<file path="src/rtl/capword_pkg.sv">
package capword_pkg;
  localparam int FRAME_BITS = 32;
  localparam int RATE_W     = 4;
  localparam int NUM_GEN    = 3;
  localparam int CNT_W      = $clog2(FRAME_BITS);

  // bit index in the frame vector; index FRAME_BITS-1 goes on the wire first
  localparam int START_POS  = FRAME_BITS - 1;   // byte 0 bit 7
  localparam int SST_POS    = FRAME_BITS - 2;   // byte 0 bit 6
  localparam int RATE_MSB   = FRAME_BITS - 5;   // byte 0 bit 3
  localparam int GEN_TOP    = FRAME_BITS - 9;   // byte 1 bit 7
  localparam int PAR_POS    = 0;                // byte 3 bit 0

  typedef logic [FRAME_BITS-1:0] frame_t;
endpackage

</file>
<file path="src/rtl/capword_pack.sv">
module capword_pack
  import capword_pkg::*;
#(
  parameter int P_RATE_W  = RATE_W,
  parameter int P_NUM_GEN = NUM_GEN
) (
  input  logic                 ss_type,
  input  logic [P_RATE_W-1:0]  link_rate,
  input  logic [P_NUM_GEN-1:0] gen_nosup,
  input  logic [P_NUM_GEN-1:0] gen_ssc,
  output frame_t               frame
);
  frame_t body;

  always_comb begin
    body                              = '0;
    body[START_POS]                   = 1'b1;
    body[SST_POS]                     = ss_type;
    body[RATE_MSB -: P_RATE_W]        = link_rate;
    for (int g = 0; g < P_NUM_GEN; g++) begin
      body[GEN_TOP - 2*g]     = gen_nosup[g];
      body[GEN_TOP - 2*g - 1] = gen_ssc[g];
    end
  end

  // parity slot is still zero in body, so the reduction covers the other bits
  always_comb begin
    frame          = body;
    frame[PAR_POS] = ^body;
  end
endmodule

</file>
<file path="src/rtl/capword_shifter.sv">
module capword_shifter
  import capword_pkg::*;
#(
  parameter int P_BITS = FRAME_BITS,
  localparam int P_CW  = $clog2(P_BITS)
) (
  input  logic              clk,
  input  logic              rst,
  input  logic              load_req,
  input  logic [P_BITS-1:0] frame_in,
  input  logic              bit_en,
  output logic              ser_out,
  output logic              busy,
  output logic              done
);
  logic [P_BITS-1:0] sh_q;
  logic [P_CW-1:0]   cnt_q;
  logic              busy_q, done_q, ser_q;
  logic              last_bit;

  assign last_bit = (cnt_q == P_CW'(P_BITS - 1));

  always_ff @(posedge clk) begin
    if (rst) begin
      sh_q   <= '0;
      cnt_q  <= '0;
      busy_q <= 1'b0;
      done_q <= 1'b0;
      ser_q  <= 1'b0;
    end else begin
      done_q <= 1'b0;
      if (!busy_q) begin
        if (bit_en) ser_q <= 1'b0;
        if (load_req) begin
          sh_q   <= frame_in;
          cnt_q  <= '0;
          busy_q <= 1'b1;
        end
      end else if (bit_en) begin
        ser_q <= sh_q[P_BITS-1];
        sh_q  <= {sh_q[P_BITS-2:0], 1'b0};
        cnt_q <= cnt_q + 1'b1;
        if (last_bit) begin
          busy_q <= 1'b0;
          done_q <= 1'b1;
        end
      end
    end
  end

  assign ser_out = ser_q;
  assign busy    = busy_q;
  assign done    = done_q;
endmodule

</file>
<file path="src/rtl/capword_serializer.sv">
module capword_serializer
  import capword_pkg::*;
(
  input  logic               clk,
  input  logic               rst,
  input  logic               load_req,
  input  logic               ss_type,
  input  logic [RATE_W-1:0]  link_rate,
  input  logic [NUM_GEN-1:0] gen_nosup,
  input  logic [NUM_GEN-1:0] gen_ssc,
  input  logic               bit_en,
  output logic               ser_out,
  output logic               busy,
  output logic               done
);
  frame_t frame_w;

  capword_pack #(.P_RATE_W(RATE_W), .P_NUM_GEN(NUM_GEN)) u_pack (
    .ss_type   (ss_type),
    .link_rate (link_rate),
    .gen_nosup (gen_nosup),
    .gen_ssc   (gen_ssc),
    .frame     (frame_w)
  );

  capword_shifter #(.P_BITS(FRAME_BITS)) u_shift (
    .clk      (clk),
    .rst      (rst),
    .load_req (load_req),
    .frame_in (frame_w),
    .bit_en   (bit_en),
    .ser_out  (ser_out),
    .busy     (busy),
    .done     (done)
  );
endmodule

</file>
<file path="config.mk">
export PLATFORM = sky130hd
export DESIGN_NAME = capword_serializer
export DESIGN_NICKNAME = d
export VERILOG_FILES = /design/src/rtl/capword_pkg.sv /design/src/rtl/capword_pack.sv /design/src/rtl/capword_shifter.sv /design/src/rtl/capword_serializer.sv
export SDC_FILE = /design/constraint.sdc
export NUM_CORES = 1
export LEC_CHECK = 0
export BUFFER_PORTS_ARGS = -buffer_cell sky130_fd_sc_hd__clkbuf_2
export CAP_MARGIN = 5
export CELL_PAD_IN_SITES_DETAIL_PLACEMENT = 1
export CELL_PAD_IN_SITES_GLOBAL_PLACEMENT = 1
export CORE_AREA = 2 2 81 83
export DETAILED_ROUTE_END_ITERATION = 8
export DIE_AREA = 0 0 83 85
export PLACE_DENSITY_LB_ADDON = 0.1
export RECOVER_POWER = 50
export SYNTH_ARGS = -nofsm -noshare
export SYNTH_HDL_FRONTEND = slang
export SYNTH_HIERARCHICAL = 1
export SYNTH_SLANG_ARGS = --single-unit
export TNS_END_PERCENT = 100
</file>
<file path="constraint.sdc">
create_clock -name clk -period 1.9 [get_ports clk]
set_clock_uncertainty 0.05 [all_clocks]
set_input_delay 0.19 -clock clk [delete_from_list [all_inputs] [get_ports clk]]
set_output_delay 0.19 -clock clk [all_outputs]
set_load 0.03 [all_outputs]
</file>
; Word-level counts from Yosys, hierarchy flattened
; Cells that the tools add are included.
; Widths: inputs -> output; s select.
[classes]
add_sub_neg = 1
n_eq_ne = 2
mux = 14
n_bitwise = 2
reduce_logical = 4
[ops]
columns = op, count
row1 = $mux 32, 3
row2 = $reduce_xor 32->1, 1
row3 = $mux 5, 3
row4 = $mux 1, 8
row5 = $add 5x1->5 const B, 1
row6 = $eq 5x5->1 const B, 1
row7 = $reduce_or 3->1, 1
row8 = $ne 2x2->1 const B, 1
row9 = $not 1->1, 2
row10 = $reduce_and 2->1, 1
row11 = $reduce_bool 2->1, 1
[word_totals]
reg_bits = 40
output_inout_bits = 3

; Depth between registers and ports, before layout
; Gate-level depths: netlist of the first run.
[logic_depth]
word_depth = 4
mapped_depth = 5
depth_no_buf = 5

; Hierarchy
; The synthesis of the first run kept the hierarchy.
[modules_own_cells]
columns = mod, instances, cells_each, area_per_inst_um2
row1 = capword_shifter, 1, 180, 2064.5
row2 = capword_pack, 1, 42, 332.8

; Worst setup path before layout of the first run
; OpenSTA, ideal clock, no wires.
[synth_path]
path_kind = reg-to-reg
start = register u_shift.busy_q, in the netlist u_shift/busy
end = register u_shift.sh_q[1]
setup_time_ps = 146
arrival_time_ps = 1293
required_time_ps = 1704
setup_slack_ps = 411
stages_incl_launch_ff = 6
n_path_buf = 2
path_cell_list = dfxtp_1 > mux2_4 > buf_12 > buf_12 > nor2_2 > a211oi_2
[synth_between]
elab_chain_cells = 2
elab_cells_between_ends = 4
classes_between = eq/ne (1) / mux (1) / reduce/logical (2)
[synth_rtl]
columns = item, line
row1 = from (decl), capword_shifter.sv:18  ; logic busy_q, done_q, ser_q;
row2 = from (signal assigned), capword_shifter.sv:27  ; busy_q <= 1'b0;
row3 = from (signal assigned), capword_shifter.sv:37  ; busy_q <= 1'b1;
row4 = from (signal assigned), capword_shifter.sv:44  ; busy_q <= 1'b0;
row5 = $ne 2x2->1 (no line) / $reduce_bool 2->1 (equally long branches), --
row6 = $reduce_and 2->1 (no line), --
row7 = to (signal assigned), capword_shifter.sv:35  ; sh_q <= frame_in;
row8 = to (signal assigned), capword_shifter.sv:41  ; sh_q <= {sh_q[P_BITS-2:0], 1'b0};
row9 = to (decl), capword_shifter.sv:16  ; logic [P_BITS-1:0] sh_q;
; Parallel ways exist; a longest one is shown, timed or not.
; A chain may end at the register's enable or synchronous reset.

; Worst setup path in the final report of the first run
[layout_path]
start = register u_shift.busy_q, in the netlist u_shift/busy
end = register u_shift.sh_q[23]
; Same word-level chain as after synthesis.

==> flow_metrics.py, run 1 <==
metrics = {
    "floorplanning": {
        "std_cell_rows": 29,
        "dieHeight_um": 85,
        "core_um2": 6200,
        "ios": 18,
        "initial_cell_density_of_the_core": 0.386,
        "die_width_um": 83,
        "fp.dieArea_um2": 7060,
    },
    "worst_hold_path": {
        "timing.hold.worst_endpoint": "u_shift/done",
        "hold_path_depth": 2,
        "hold_path.startpoint": "rst",
        "holdCritPathClass": "input port to register",
    },
    "place": {
        "dp_hpwl_mm": 2.91,
        "port_buffers": 17,
        "place.gp.congestion": 0.709,
    },
    "logic_synthesis": {
        "ys_seq_elements": 40,
        "netlist_area_um2": 2400,
        "ys_warn_count": 6,
        "synth_top_family_by_area": "compound AO/OA/AOI/OAI gates",
        "syn_inst": 222,
        "synth_simple_gate_area_share": 0.112,
        "synth_xor_xnor_area_share": 0.0386,
        "synth.area.mux_share": 0.144,
        "compound_cell_area_share_of_the_yosys_netlist": 0.187,
        "syn_area_per_cell_um2": 10.8,
        "synth-seq-area-share": 0.334,
        "synth_cell_types": 32,
        "yosys.area_share.adder": 0.0104,
    },
    "cts": {
        "cts-root-buf": "sky130_fd_sc_hd__clkbuf_8",
        "clkSinkCount": 40,
        "cts_buffer_count": 5,
        "clk_path_buf_depth": 2,
        "cts-resized-gates": 0,
        "cts_max_level": 2,
        "cts_tree": "yes",
        "cts_post_setup_buffers_inserted": 0,
        "postCtsHoldBufs": 0,
        "reg_clk_slew_reported_paths_ns": 0.07,
        "worst_skew_pair.late_latency_ns": 0.28,
    },
    "routing": {
        "drt_iter0_drc": 32,
        "antenna_left": 0,
        "vias": 1430,
        "wirelength_mm": 4.09,
        "first_pass_iters": 3,
        "wire_per_inst_um": 13.6,
        "route.detailed.vias_per_inst": 4.77,
        "drt_drc_violations_left": 0,
    },
    "layout": {
        "layout.cells.most_common": "sky130_fd_sc_hd__dfxtp_1",
        "multi_input_area_um2": 1200,
        "finalNetCount": 239,
        "ff_latch_area_um2": 801,
        "most-common-layout-cells": "sky130_fd_sc_hd__dfxtp_1, sky130_fd_sc_hd__mux2i_1, sky130_fd_sc_hd__nor2_2",
        "area.growth.synth_to_final_pct": -1.98,
        "diodes": 0,
        "num-fill-cells": 717,
        "layout-drive-gt1-share": 0.341,
    },
    "timing": {
        "final_number_of_setup_violating_endpoints": 0,
        "slew_violations": 0,
        "grt_setup_unrepaired": "false",
        "timing.final.crit_share": 0.789,
        "final_period_minus_worst_setup_slack_ns": 1.50,
        "setup-tns-final_ns": 0,
        "fmaxAchievable_ghz": 0.667,
        "hold_violations_final": 0,
    },
    "global_routing": {
        "global_route_wire_length_before_repair_mm": 7.13,
        "antenna_found_initial": 0,
        "grt_util_met3": 0.0292,
        "grtUsageTotal": 0.124,
        "first_global_vias": 1595,
        "grt_busiest_layer": "met2",
        "grt_use_met2": 0.234,
        "grt.overflow.total": 0,
        "groute.layer.met1.usage": 0.136,
        "grt_max_degree": 40,
    },
    "power": {
        "ir_drop_mv": 0.302,
        "power_leakage_nw": 0.913,
        "pwr_density_cell_nw_per_um2": 819,
        "power.total_mw": 1.92,
    },
    "critical_path": {
        "r2r_end": "u_shift/sh_q[23]",
        "critPathKind": "register to register",
        "crit_path_end_kind": "register",
        "cp_data_required_time_ns": 2.05,
        "cp_max_fo": 29,
        "timing.reg2reg.setup_slack_ns": 0.40,
        "timing.reg2reg.worst_path_depth": 4,
        "regToRegStartpoint": "u_shift/busy",
        "worst_ep_arrival_time_ns": 1.65,
        "critical_path.startpoint_type": "register",
    },
    "job": {
        "max-cap-violations": 0,
    },
    "run_status": {
        "status": "completed",
    },
}
-- layer usage --
layer	wire length (um)	share of wire
met5	0	0
met4	49	0.012
met3	88	0.022
met2	2090	0.51
met1	1860	0.45
-- flip-flops by register name (all words and copies together), names as in the netlist --
| name | cells |
|---|---|
| u_shift/sh_q | 32 |
| u_shift/cnt_q | 5 |
| u_shift/busy | 1 |
| u_shift/done | 1 |
| u_shift/ser_out | 1 |
-- worst max-delay path: stages (launching register included) --
cell and delay (ns):
sky130_fd_sc_hd__dfxtp_1 0.40, sky130_fd_sc_hd__mux2_4 0.46, sky130_fd_sc_hd__buf_12 0.23, sky130_fd_sc_hd__nor2_2 0.05
sky130_fd_sc_hd__a211oi_2 0.21
-- stage by stage --
stage	hold slack [ns]	utilization	std cells	setup WS [ns]	cell area, um^2
after floorplan	0.292	-	240	0.411	2460
after global placement	0.330	0.373	292	0.434	2320
after detailed placement	0.349	0.373	292	0.363	2320
after CTS	0.0410	0.388	300	0.373	2410
after global routing	0.0479	0.379	300	0.306	2350
final	0.0516	0.379	300	0.401	2350
-- final cells by class --
| cell class | count | share of cell area |
|---|---|---|
| clock buffer | 8 | 0.0383 |
| timing repair buffer | 22 | 0.0671 |
| multi-input combinational | 152 | 0.511 |
| sequential | 40 | 0.341 |
| tap | 77 | 0.0410 |
| inverter | 1 | 0.00160 |
-- power breakdown --
part,internal (mW),leakage (nW),switching [mW],total [mW]
clock,0.296,0.0455,0.280,0.576
sequential,0.908,0.331,0.0478,0.956
combinational,0.185,0.537,0.208,0.393
total,1.39,0.913,0.535,1.92
-- cells in the mapped netlist --
cell type / instances / area (um^2)
sky130_fd_sc_hd__dfxtp_1: 40 / 801
sky130_fd_sc_hd__mux2i_1: 33 / 330
sky130_fd_sc_hd__buf_4: 32 / 240
sky130_fd_sc_hd__a211oi_2: 31 / 388
sky130_fd_sc_hd__nor2_2: 29 / 181
sky130_fd_sc_hd__nor2_1: 8 / 30.0
sky130_fd_sc_hd__buf_6: 6 / 67.6
sky130_fd_sc_hd__xnor2_1: 6 / 52.6
sky130_fd_sc_hd__buf_12: 4 / 80.1
sky130_fd_sc_hd__clkbuf_1: 4 / 15.0
sky130_fd_sc_hd__a21oi_1: 2 / 10.0
sky130_fd_sc_hd__a22oi_1: 2 / 15.0
sky130_fd_sc_hd__conb_1: 2 / 7.51
sky130_fd_sc_hd__ha_1: 2 / 25.0
sky130_fd_sc_hd__nand2_1: 2 / 7.51
sky130_fd_sc_hd__nand3_1: 2 / 10.0
sky130_fd_sc_hd__xor2_1: 2 / 17.5
sky130_fd_sc_hd__a211oi_1: 1 / 7.51
sky130_fd_sc_hd__a21boi_0: 1 / 7.51
sky130_fd_sc_hd__a31oi_1: 1 / 6.26
sky130_fd_sc_hd__a32oi_1: 1 / 8.76
sky130_fd_sc_hd__and2_1: 1 / 6.26
sky130_fd_sc_hd__and3_1: 1 / 6.26
sky130_fd_sc_hd__buf_1: 1 / 3.75
sky130_fd_sc_hd__inv_1: 1 / 3.75
sky130_fd_sc_hd__mux2_4: 1 / 15.0
sky130_fd_sc_hd__nand2b_1: 1 / 6.26
sky130_fd_sc_hd__nand3b_1: 1 / 7.51
sky130_fd_sc_hd__nand4_1: 1 / 6.26
sky130_fd_sc_hd__o21ai_0: 1 / 5.00
sky130_fd_sc_hd__or3_1: 1 / 6.26
sky130_fd_sc_hd__xnor3_1: 1 / 22.5
-- how the worst max path moves through the flow --
stage,cells past startpoint,slack (ns),from,to
after floorplan,5,0.41,u_shift/busy,u_shift/sh_q[1]
after global placement,6,0.43,gen_nosup[0],u_shift/sh_q[0]
after detailed placement,6,0.36,gen_nosup[0],u_shift/sh_q[0]
after CTS,4,0.37,u_shift/busy,u_shift/sh_q[23]
after global routing,4,0.31,u_shift/busy,u_shift/cnt_q[0]
final,4,0.40,u_shift/busy,u_shift/sh_q[23]
-- kinds of logic after synthesis --
| family | count (synthesis) |
|---|---|
| DFF | 40 |
| xor gates and xnor gates | 9 |
| muxes | 34 |
| buffers and inverters | 48 |
| AOI/OAI and AO/OA | 40 |
| and+or+nand+nor | 47 |
| other | 2 |
| adders and majority gates | 2 |
No activity file was read; power rests on OpenSTA's default activity.
==> run 2, diff against run 1 <==
==> constraint.sdc (replaced) <==
create_clock -name clk -period 1.3 [get_ports clk]
set_clock_uncertainty 0.05 [all_clocks]
set_input_delay 0.13 -clock clk [delete_from_list [all_inputs] [get_ports clk]]
set_output_delay 0.13 -clock clk [all_outputs]
set_load 0.03 [all_outputs]
==> run 2 against run 1 <==
Effect of this change: register-to-register slack worse by 0.37 ns; via count up 6.0%; utilization up 3.8 points; clock power up 37%; wire length up 6.2%; critical path depth unchanged; setup slack worse by 0.37 ns; cell count up 4.3%; fmax up 18%; highest routed layer unchanged; first-iteration DRC count down 25%.
==> flow_metrics.py, run 2 (synthesis results as in run 1) <==
metrics = {
    "floorplanning": {
        "die_width_um": 83,
        "fp.dieArea_um2": 7060,
        "initial_cell_density_of_the_core": 0.386,
        "dieHeight_um": 85,
        "core_um2": 6200,
        "ios": 18,
        "std_cell_rows": 29,
    },
    "layout": {
        "most-common-layout-cells": "sky130_fd_sc_hd__dfxtp_1, sky130_fd_sc_hd__mux2i_1, sky130_fd_sc_hd__a211oi_2",
        "reg_top3": "u_shift/sh_q x32, u_shift/cnt_q x5",
        "area.growth.synth_to_final_pct": 7.88,
        "largest_reg_flops": 32,
        "layout-drive-gt1-share": 0.453,
        "final_core_util": 0.417,
        "layout.cells.most_common": "sky130_fd_sc_hd__dfxtp_1",
        "final_cell_count_no_fill": 313,
        "final_cell_area_um2": 2590,
        "regMostFlops": "u_shift/sh_q",
        "diodes": 0,
        "finalNetCount": 253,
    },
    "global_routing": {
        "grtUsageTotal": 0.133,
        "grt_max_degree": 41,
        "first_global_vias": 1633,
        "global_route_wire_length_before_repair_mm": 7.61,
        "grt.overflow.total": 0,
        "antenna_found_initial": 0,
    },
    "cts": {
        "clkSinkCount": 40,
        "cts_buffer_count": 5,
        "clk_path_buf_depth": 2,
        "reg_clk_slew_reported_paths_ns": 0.08,
        "worst_skew_pair.late_latency_ns": 0.29,
        "cts-root-buf": "sky130_fd_sc_hd__clkbuf_8",
        "cts_max_level": 2,
        "cts_tree": "yes",
    },
    "routing": {
        "first_pass_iters": 2,
        "antenna_left": 0,
        "drt_drc_violations_left": 0,
        "drt_iter0_drc": 24,
        "wire_per_inst_um": 13.9,
        "route.detailed.vias_per_inst": 4.84,
        "wirelength_mm": 4.34,
        "vias": 1516,
    },
    "critical_path": {
        "cp_max_fo": 26,
        "worst_ep_arrival_time_ns": 1.40,
        "crit_path_end_kind": "register",
        "critPathKind": "register to register",
        "critical_path.startpoint_type": "register",
        "cp_data_required_time_ns": 1.43,
    },
    "place": {
        "placedInstanceArea_um2": 2480,
        "post-place-cells": 306,
        "place.gp.congestion": 0.737,
        "port_buffers": 17,
        "dp_hpwl_mm": 3.11,
    },
    "timing": {
        "grt_setup_unrepaired": "true",
        "final_number_of_setup_violating_endpoints": 0,
        "setup-tns-final_ns": 0,
        "slew_violations": 0,
        "timing.final.crit_share": 0.978,
        "hold_violations_final": 0,
        "final_period_minus_worst_setup_slack_ns": 1.27,
        "fmaxAchievable_ghz": 0.787,
    },
    "job": {
        "max-cap-violations": 0,
    },
    "power": {
        "power.total_mw": 2.85,
        "ir_drop_mv": 0.410,
        "pwr_density_cell_nw_per_um2": 1100,
        "power_leakage_nw": 0.999,
    },
    "run_status": {
        "status": "completed",
    },
    "worst_hold_path": {
        "holdCritPathClass": "input port to register",
    },
}
==> run 2: final timing paths <==
check	from	endpoint	slack (ns)	cells after the start
hold reg to reg	u_shift/ser_out	u_shift/ser_out	0.42	2
setup reg to reg	u_shift/busy	u_shift/sh_q[23]	0.03	4
setup / recovery	u_shift/busy	u_shift/sh_q[23]	0.03	4
hold / removal	bit_en	u_shift/ser_out	0.15	3
==> run 2: layout make-up <==
| cell class | count | area [um^2] |
|---|---|---|
| clock inverter | 1 | 5.00 |
| clock buffer | 6 | 72.6 |
| sequential | 40 | 807 |
| multi-input combinational | 152 | 1290 |
| fill | 696 | 3620 |
| timing repair buffer | 36 | 310 |
| tap | 77 | 96.3 |
| inverter | 1 | 3.75 |
==> run 2: per-stage QoR <==
step	setup slack, ns	hold slack (ns)
floorplan	-0.0192	0.232
global placement	-0.0902	0.417
detailed placement	-0.102	0.415
CTS	0.0107	0.145
global route	-0.0119	0.158
finish	0.0290	0.146
==> run 2: per-layer routing <==
metal | GRT usage | up-vias | part of all wire
met5 | 0 | - | 0
met4 | 0.0581 | 0 | 0.016
met3 | 0.0233 | 7 | 0.018
met2 | 0.246 | 12 | 0.53
met1 | 0.150 | 751 | 0.44
li1 | - | 746 | -
==> run 2: what timing repair did <==
action	4_1_cts	5_1_grt
pin swaps	2	0
hold buffers	0	0
gates resized for setup	3	4
buffers inserted	0	0
setup endpoints to repair	1	12
==> run 2: critical path: stages (launching register included) <==
cell	delay (ns)
sky130_fd_sc_hd__dfxtp_4	0.39
sky130_fd_sc_hd__mux2_4	0.35
sky130_fd_sc_hd__buf_12	0.19
sky130_fd_sc_hd__nor2_2	0.12
sky130_fd_sc_hd__a211oi_2	0.05
==> run 2: power breakdown <==
part | switching, mW | total (mW) | internal [mW]
clock | 0.424 | 0.790 | 0.365
combinational | 0.330 | 0.661 | 0.331
sequential | 0.0738 | 1.40 | 1.33
total | 0.828 | 2.85 | 2.02
==> run 3, diff against run 2 <==
==> constraint.sdc (replaced) <==
create_clock -name clk -period 1.6 [get_ports clk]
set_clock_uncertainty 0.05 [all_clocks]
set_input_delay 0.16 -clock clk [delete_from_list [all_inputs] [get_ports clk]]
set_output_delay 0.16 -clock clk [all_outputs]
set_load 0.03 [all_outputs]
==> run 3 against run 2 <==
Effect of this change: global-route usage fell by 0.76 points; non-clock buffer count fell by 12; largest power group unchanged; highest routed layer unchanged; clock power fell by 13%; largest cell class unchanged; utilization fell by 3.3 points.
==> flow_metrics.py, run 3 (synthesis results as in run 1) <==
metrics = {
    "global_routing": {
        "grt_max_degree": 35,
        "global_route_wire_length_before_repair_mm": 7.04,
        "antenna_found_initial": 0,
        "first_global_vias": 1555,
        "grt.overflow.total": 0,
        "grtUsageTotal": 0.126,
    },
    "routing": {
        "antenna_left": 0,
        "wirelength_mm": 4.14,
        "vias": 1429,
        "first_pass_iters": 4,
        "wire_per_inst_um": 13.7,
        "route.detailed.vias_per_inst": 4.73,
        "drt_iter0_drc": 39,
        "drt_drc_violations_left": 0,
    },
    "critical_path": {
        "worst_ep_arrival_time_ns": 1.55,
        "critical_path_buf_inv_count": 0,
        "regToRegStartpoint": "u_shift/cnt_q[0]",
        "cp_data_required_time_ns": 1.71,
        "crit_cells": 5,
        "crit_path_end_kind": "register",
        "worst_path_max_delay_cell": "sky130_fd_sc_hd__dfxtp_1",
        "critPathKind": "register to register",
        "r2r_end": "u_shift/cnt_q[4]",
        "cp_max_fo": 3,
        "critPathCapture": "u_shift/cnt_q[4]",
        "longest_individual_stage_delay_on_the_worst_path_ns": 0.34,
        "timing.critical_path.max_delay_family": "adder cells",
        "critical_path.startpoint_type": "register",
        "timing.reg2reg.setup_slack_ns": 0.16,
        "timing.reg2reg.worst_path_depth": 5,
        "worstSetupStartpoint": "u_shift/cnt_q[0]",
        "crit_chain": "ha_1 -> and3_1 -> ha_1 -> a22oi_1 -> nor2_1",
        "critical-path-top-cell-by-count": "sky130_fd_sc_hd__ha_1",
    },
    "floorplanning": {
        "fp.dieArea_um2": 7060,
        "initial_cell_density_of_the_core": 0.386,
        "core_um2": 6200,
        "std_cell_rows": 29,
        "ios": 18,
        "dieHeight_um": 85,
        "die_width_um": 83,
    },
    "layout": {
        "final_cell_area_um2": 2380,
        "area.growth.synth_to_final_pct": -0.731,
        "reg_top3": "u_shift/sh_q x32, u_shift/cnt_q x5",
        "largest_reg_flops": 32,
        "layout-drive-gt1-share": 0.369,
        "most-common-layout-cells": "sky130_fd_sc_hd__dfxtp_1, sky130_fd_sc_hd__mux2i_1, sky130_fd_sc_hd__a211oi_2",
        "regMostFlops": "u_shift/sh_q",
        "finalNetCount": 241,
        "diodes": 0,
        "layout.cells.most_common": "sky130_fd_sc_hd__dfxtp_1",
    },
    "cts": {
        "cts_tree": "yes",
        "cts_post_setup_buffers_inserted": 0,
        "clkSinkCount": 40,
        "cts_max_level": 2,
        "worst_skew_pair.late_latency_ns": 0.28,
        "cts-resized-gates": 0,
        "cts_buffer_count": 5,
        "reg_clk_slew_reported_paths_ns": 0.08,
        "cts-root-buf": "sky130_fd_sc_hd__clkbuf_8",
        "clk_path_buf_depth": 2,
        "postCtsHoldBufs": 0,
    },
    "place": {
        "place.gp.congestion": 0.767,
        "port_buffers": 17,
        "placedInstanceArea_um2": 2330,
        "dp_hpwl_mm": 2.92,
    },
    "timing": {
        "fmaxAchievable_ghz": 0.696,
        "slew_violations": 0,
        "setup-tns-final_ns": 0,
        "final_number_of_setup_violating_endpoints": 0,
        "final_period_minus_worst_setup_slack_ns": 1.44,
        "hold_violations_final": 0,
        "timing.final.crit_share": 0.898,
        "hold-worst-slack_ns": 0.176,
        "grt_setup_unrepaired": "false",
    },
    "worst_hold_path": {
        "holdCritPathClass": "input port to register",
    },
    "power": {
        "intPower_mw": 1.65,
        "switching_share": 0.279,
        "p_switching_mw": 0.639,
        "power.share.combinational": 0.206,
        "power.total_mw": 2.29,
        "clkPwrFrac": 0.299,
        "power_leakage_nw": 0.925,
        "pwr_density_cell_nw_per_um2": 963,
        "sequentialPowerShare": 0.495,
        "ir_drop_mv": 0.386,
    },
    "run_status": {
        "status": "completed",
    },
    "job": {
        "max-cap-violations": 0,
    },
}
-- run 3: changes by cell type in the layout (fill, tap and decap cells not counted), sizes merged --
cell and change:
buf -11, clkinv -1, clkbuf +1
-- run 3: worst min-delay path by stage --
stage | start | endpoint | slack (ns) | cells after the start
after detailed placement | u_shift/sh_q[0] | u_shift/sh_q[0] | 0.43 | 2
after CTS | load_req | u_shift/sh_q[0] | 0.17 | 3
after global routing | gen_ssc[1] | u_shift/sh_q[20] | 0.18 | 3
after floorplan | bit_en | u_shift/ser_out | 0.26 | 2
final | load_req | u_shift/sh_q[0] | 0.18 | 3
after global placement | u_shift/ser_out | u_shift/ser_out | 0.41 | 2
-- run 3: per-stage QoR --
step                       util  setup WS, ns  cells
after floorplan               -         0.111    240
after global placement    0.376         0.190    294
after detailed placement  0.376         0.177    294
after CTS                 0.390         0.156    302
after global routing      0.384        0.0813    302
final                     0.384         0.164    302
-- run 3: power groups by stage --
| stage | sequential, mW | combinational, mW | clock [mW] |
|---|---|---|---|
| after floorplan | 1.15 | 0.494 | 0 |
| after global placement | 1.16 | 0.482 | 0 |
| after detailed placement | 1.16 | 0.497 | 0 |
| after CTS | 1.14 | 0.500 | 0.725 |
| after global routing | 1.15 | 0.523 | 0.762 |
| final | 1.14 | 0.472 | 0.684 |
-- run 3: per-layer routing --
layer,GRT usage,vias up,part of all wire
met5,0,-,0
met4,0.0596,0,0.014
met3,0.0311,4,0.021
met2,0.227,15,0.51
met1,0.139,684,0.46
li1,-,726,-
-- run 3: area by class of cell --
cell class                 instances  area (um^2)
timing repair buffer              24          161
sequential                        40          802
clock buffer                       8         90.1
multi-input combinational        152         1230
fill                             702         3820
inverter                           1         3.75
tap                               77         96.3
-- run 3: worst min-delay path, delay by kind of cell --
family / cells / cell delay, ns
buf+inv: 1 / 0.14
compound gates: 1 / 0.11
simple gates: 1 / 0.07
